==> src/rtl/cluster_finder.sv <==
module cluster_finder #(
  parameter int NCOLS    = 16,
  parameter int NROWS    = 16,
  parameter int SAMPLE_W = 5,
  parameter int DEPTH    = 8
) (
  input  logic                                        clk,
  input  logic                                        rst_n,
  input  logic [SAMPLE_W+1:0]                         thresh,
  input  logic                                        row_valid,
  input  logic [NCOLS*SAMPLE_W-1:0]                   row_data,
  output logic                                        out_valid,
  input  logic                                        out_ready,
  output logic [$clog2(NROWS)+$clog2(NCOLS)+SAMPLE_W-1:0] out_data,
  output logic                                        overflow
);
  localparam int COL_W  = $clog2(NCOLS);
  localparam int ROW_W  = $clog2(NROWS);
  localparam int WORD_W = ROW_W + COL_W + SAMPLE_W;
  localparam int SUM_W  = SAMPLE_W + 2;
  localparam int CNT_W  = $clog2(NROWS + 4);
  localparam int AW     = $clog2(DEPTH);
  localparam int ROW_BITS = NCOLS * SAMPLE_W;
  localparam logic [CNT_W-1:0] FRAME_END = CNT_W'(NROWS);
  localparam logic [CNT_W-1:0] LAST_STEP = CNT_W'(NROWS + 3);
  localparam logic [CNT_W-1:0] LAG       = CNT_W'(4);
  localparam logic [AW:0]      DEPTH_C   = (AW+1)'(DEPTH);

  logic [CNT_W-1:0]    step_cnt;
  logic [ROW_BITS-1:0] hist [4];
  logic [NCOLS-2:0]    hits [6];
  logic [NCOLS-2:0]    new_hits, vor;
  logic [NCOLS-1:0]    flags;
  logic [NCOLS-1:0]    scan_mask;
  logic [ROW_BITS-1:0] scan_pix;
  logic [ROW_W-1:0]    scan_row;
  logic [COL_W-1:0]    pick;
  logic [WORD_W-1:0]   mem [DEPTH];
  logic [AW-1:0]       wr_ptr, rd_ptr;
  logic [AW:0]         count;

  wire in_frame = step_cnt < FRAME_END;
  wire busy     = |scan_mask;
  wire step     = in_frame ? row_valid : !busy;
  wire emit_row = step && (step_cnt >= LAG);
  wire load     = emit_row && (|flags) && !busy;
  wire drop_row = emit_row && (|flags) && busy;
  wire full     = count == DEPTH_C;
  wire push     = busy && !full;
  wire pop      = out_valid && out_ready;

  always_comb begin
    logic [SUM_W-1:0] s;
    new_hits = '0;
    for (int c = 0; c < NCOLS - 1; c++) begin
      s = SUM_W'(hist[0][c*SAMPLE_W +: SAMPLE_W]) + SUM_W'(hist[0][(c+1)*SAMPLE_W +: SAMPLE_W])
        + SUM_W'(row_data[c*SAMPLE_W +: SAMPLE_W]) + SUM_W'(row_data[(c+1)*SAMPLE_W +: SAMPLE_W]);
      new_hits[c] = in_frame && (step_cnt != '0) && (s > thresh);
    end
  end

  assign vor = new_hits | hits[0] | hits[1] | hits[2] | hits[3] | hits[4] | hits[5];

  always_comb begin
    flags = '0;
    for (int p = 0; p < NCOLS; p++)
      for (int k = 0; k < NCOLS - 1; k++)
        if (k >= p - 3 && k <= p + 3) flags[p] = flags[p] | vor[k];
  end

  always_comb begin
    pick = '0;
    for (int i = NCOLS - 1; i >= 0; i--)
      if (scan_mask[i]) pick = COL_W'(i);
  end

  always_ff @(posedge clk) begin
    if (!rst_n) begin
      step_cnt <= '0;
      for (int i = 0; i < 4; i++) hist[i] <= '0;
      for (int i = 0; i < 6; i++) hits[i] <= '0;
    end else if (step) begin
      step_cnt <= (step_cnt == LAST_STEP) ? '0 : step_cnt + 1'b1;
      hist[0]  <= in_frame ? row_data : '0;
      for (int i = 1; i < 4; i++) hist[i] <= hist[i-1];
      hits[0]  <= new_hits;
      for (int i = 1; i < 6; i++) hits[i] <= hits[i-1];
    end
  end

  always_ff @(posedge clk) begin
    if (!rst_n) begin
      scan_mask <= '0;
      scan_pix  <= '0;
      scan_row  <= '0;
      overflow  <= 1'b0;
    end else begin
      if (load) begin
        scan_mask <= flags;
        scan_pix  <= hist[3];
        scan_row  <= ROW_W'(step_cnt - LAG);
      end else if (busy) begin
        scan_mask <= scan_mask & (scan_mask - 1'b1);
      end
      if (drop_row || (busy && full)) overflow <= 1'b1;
    end
  end

  always_ff @(posedge clk) begin
    if (push) mem[wr_ptr] <= {scan_row, pick, scan_pix[pick*SAMPLE_W +: SAMPLE_W]};
  end

  always_ff @(posedge clk) begin
    if (!rst_n) begin
      wr_ptr <= '0;
      rd_ptr <= '0;
      count  <= '0;
    end else begin
      if (push) wr_ptr <= (wr_ptr == AW'(DEPTH - 1)) ? '0 : wr_ptr + 1'b1;
      if (pop)  rd_ptr <= (rd_ptr == AW'(DEPTH - 1)) ? '0 : rd_ptr + 1'b1;
      case ({push, pop})
        2'b10:   count <= count + 1'b1;
        2'b01:   count <= count - 1'b1;
        default: count <= count;
      endcase
    end
  end

  assign out_valid = count != '0;
  assign out_data  = mem[rd_ptr];

  p_hold_r10: assert property (@(posedge clk) disable iff (!rst_n)
    out_valid && !out_ready |=> out_valid && $stable(out_data));
  p_sticky_r8: assert property (@(posedge clk) disable iff (!rst_n)
    overflow |=> overflow);
  p_full_drop_r8: assert property (@(posedge clk) disable iff (!rst_n)
    busy && full |=> overflow && count == DEPTH_C - (AW+1)'($past(pop)));
  p_dead_time_r9: assert property (@(posedge clk) disable iff (!rst_n)
    drop_row |=> overflow && $countones(scan_mask) == $countones($past(scan_mask)) - 1);
  p_bound_r8: assert property (@(posedge clk) disable iff (!rst_n)
    count <= DEPTH_C);
  p_tail_wait_r7: assert property (@(posedge clk) disable iff (!rst_n)
    !in_frame && busy |=> $stable(step_cnt));
endmodule

==> config.mk <==
export PLATFORM = sky130hd
export DESIGN_NAME = cluster_finder
export DESIGN_NICKNAME = d
export VERILOG_FILES = /design/src/rtl/cluster_finder.sv
export SDC_FILE = /design/constraint.sdc
export NUM_CORES = 1
export LEC_CHECK = 0
export BUFFER_PORTS_ARGS = -buffer_cell sky130_fd_sc_hd__buf_2
export CORE_MARGIN = 3
export CORE_UTILIZATION = 50
export DETAILED_ROUTE_END_ITERATION = 12
export PLACE_DENSITY = 0.76
export SLEW_MARGIN = 10
export SYNTH_ARGS = -nofsm -noshare
export SYNTH_HDL_FRONTEND = slang
export SYNTH_SLANG_ARGS = --single-unit
export TNS_END_PERCENT = 1
==> constraint.sdc <==
create_clock -name clk -period 12.8 [get_ports clk]
set_input_delay 2.56 -clock clk [delete_from_list [all_inputs] [get_ports clk]]
set_output_delay 2.56 -clock clk [all_outputs]
set_load 0.1 [all_outputs]
==> summary.txt <==
Status
  – Outcome: complete, no violations

STA
  – Final Skew: 0.0387 ns
  – Final min period: 8.11 ns
  – Hold Fails Final Rpt: 0
  – RSZ-0062 raised after global routing: no
  – Setup violations, final: 0
  – Worst-margin pin slew: 1.12 ns
  – Highest clock rate: 123 MHz
  – Final worst slack: 4.69 ns
  – Worst slew margin: 0.247
  – Period Utilization, post-route: 0.634
  – Setup_tns: 0 ns
  – Pins Over Slew Limit: 0
  – Hold slack: 0.479 ns

Synthesis
  – Largest area contributor in the netlist: edfxtp_1
  – Synth Flop Type: edfxtp_1
  – Flops & latches, synth: 633
  – Cell count after synthesis: 3086
  – Cell with the most instances after synthesis: edfxtp_1
  – Most frequent cells after synthesis: edfxtp_1 (514), and3_1 (345), inv_1 (286)
  – Number of synthesized flops with an enable pin: 514
  – Async SR Flop Fraction: 0
  – Syn. warnings: 0
  – Mapped Area: 35700 um^2
  – Top area cells in the synthesized netlist: edfxtp_1 (43%), fa_1 (8.5%), ha_1 (7.3%)
  – Average size of a mapped cell: 11.6 um^2
  – Sequential area share after synthesis: 0.499
  – Top cell type's share of synthesized area: 0.432
  – Syn_nets: 3535
  – Post-synth cell types: 74

Global routing
  – Met2 Use GR: 0.331
  – Initial antenna violation count: 0
  – Met1 usage: 0.298
  – Global-route wire length before repair: 125 mm
  – Vias in the first global route: 23100
  – Gr busiest metal: met2
  – Overall routing resource usage: 0.211
  – Largest net degree at the start of global routing: 235
  – Met3 Use GR: 0.0303
  – GRT overflow: 0

Detailed routing
  – ANT nets after route: 0
  – WL/cell: 19.3 um
  – Initial DRC count: 2291
  – Via count: 23800
  – First-pass DRT Iterations: 5
  – Drc violations: 0
  – DR vias/cell: 5.84
  – Drt total wl: 78.7 mm

Layout
  – Fin nets: 3538
  – Fillers: 5733
  – Post-Layout Cell Count: 4086
  – Area of the multi-input gates: 16100 um^2
  – Final core occ: 0.557
  – Share of cells above drive strength 1: 0.102
  – Final Cell Area: 39200 um^2
  – # diodes: 0
  – Register area: 17800 um^2
  – Area Growth Syn to Fin: 9.80%

Placement
  – DP Wirelength: 50.6 mm
  – DP Area: 36900 um^2
  – Placer Congestion: 0.811
  – # port buffers: 105
  – Pre-CTS setup slack: 4.07 ns
  – Cell count after placement: 3957

Critical path
  – Worst setup SP type: input port
  – Critical Path RT: 13.33 ns
  – CP peak stage delay: 0.84 ns
  – CP cell instances: buf_2 -> inv_1 -> fa_1 -> fa_1 -> inv_1 -> ha_1 -> a21o_1 -> a21oi_1 -> nor2b_1 -> o21ai_0 -> nand2b_1 -> ha_1 -> nand4_1 -> a21oi_1 -> o31ai_1 -> nand4_1 -> nand4bb_4 -> buf_4 -> or4_1 -> nand3_1
  – Crit path arrival time: 8.64 ns
  – CP startpoint: row_data[62]
  – Critical Path Fanout Max: 101
  – R2r startpoint: hist[0][62]
  – Kind of critical path: in2reg
  – Crit path capture type: flop
  – Slowest CP cell: nand4bb_4

Hold path
  – Worst hold start: rd_ptr[2]
  – HP Class: reg2reg

Power
  – Maximum VDD drop: 0.125 mV
  – Total power: 5.78 mW
  – Cell Pwr Density: 147 nW/um^2
  – Leak Pwr: 17.3 nW

Clocking
  – Setup bufs post-CTS: 0
  – Cell chosen for the clock root: clkbuf_16
  – H-tree depth: 3
  – Clock Tree Buf Depth: 3
  – Clk sinks: 633
  – Clk slew on worst S/H paths: 0.06 ns
  – Num CTS Buffers: 70
  – CTS tree: yes
  – Hold Buf Count CTS: 0
  – Clock latency on the worst-skew pair: 0.62 ns
  – Post-cts sizing count: 0

Floorplan
  – Core box area: 70400 um^2
  – Die height: 273 um
  – Die Wd: 273 um
  – Initial Utilization: 0.507
  – IO Pins: 106
  – Rows: 97
  – Die Area: 74600 um^2

Job
  – Max Cap Viol: 0
==> final timing paths <==
kind / depth (start not counted) / slack [ns] / endpoint
min reg2reg: 2 / 0.48 / flop
min: 2 / 0.48 / flop
max: 20 / 4.69 / scan_pix[4]
max reg2reg: 19 / 6.33 / scan_pix[4]
==> layer usage <==
| metal | wire, um | part of all wire |
|---|---|---|
| met1 | 34600 | 0.44 |
| met2 | 36800 | 0.47 |
| met3 | 4720 | 0.060 |
| met4 | 2490 | 0.032 |
| met5 | 0 | 0 |
==> cell usage in the layout, fill, tap and decap left out, drive strengths merged, types with 26 or more instances in the layout <==
cell type,Yosys,routed
edfxtp,514,514
and3,346,346
inv,286,290
ha,207,207
fa,151,151
o21ai,137,137
buf,38,135
nand3,131,131
nand2,128,128
nor2,122,122
dfxtp,119,119
or4,96,96
clkbuf,166,93
a21oi,86,86
a2bb2oi,80,80
nor4,77,77
xnor2,35,35
a21o,32,32
nor3,30,30
and2,27,27
a211oi,26,26
mux4,26,26
mux2,26,26
==> cell type report <==
cell class / count / area share
Timing Repair Buffer: 135 / 0.0200
Inverter: 287 / 0.0275
Clock buffer: 93 / 0.0487
Sequential cell: 633 / 0.455
Clock inverter: 36 / 0.00967
Tap cell: 940 / 0.0300
Multi-Input combinational cell: 1962 / 0.410
==> critical path: cells and delay by family <==
family	cells	cell delay (ns)
AO/OA/AOI/OAI	5	1.22
AND/OR/NAND/NOR	7	2.25
adder cells (fa/ha/maj)	4	1.59
buffers and inverters	4	0.95
==> flip-flops by register name, indices dropped and copies added, names as in the netlist, named ones only <==
register,count
hist,320
mem,104
hits,90
scan_pix,80
scan_mask,16
step_cnt,5
count,4
scan_row,4
rd_ptr,3
wr_ptr,3
overflow,1
==> power breakdown <==
group	internal [mW]	leakage, nW	total (mW)	switching, mW
logic	0.558	9.76	1.38	0.819
clock network	1.20	1.10	2.02	0.824
registers	2.34	6.44	2.38	0.0439
total	4.09	17.3	5.78	1.69
==> cell families after synthesis <==
| family | count (synthesis) | share of synthesized area |
|---|---|---|
| AND/OR/NAND/NOR | 1045 | 0.165 |
| flip-flops | 633 | 0.499 |
| buffers and inverters | 491 | 0.0546 |
| AO/OA/AOI/OAI | 436 | 0.0809 |
| adder cells (fa/ha/maj) | 358 | 0.157 |
| multiplexers | 75 | 0.0311 |
| XOR/XNOR | 48 | 0.0118 |
Power figures use the tool's default switching activity.
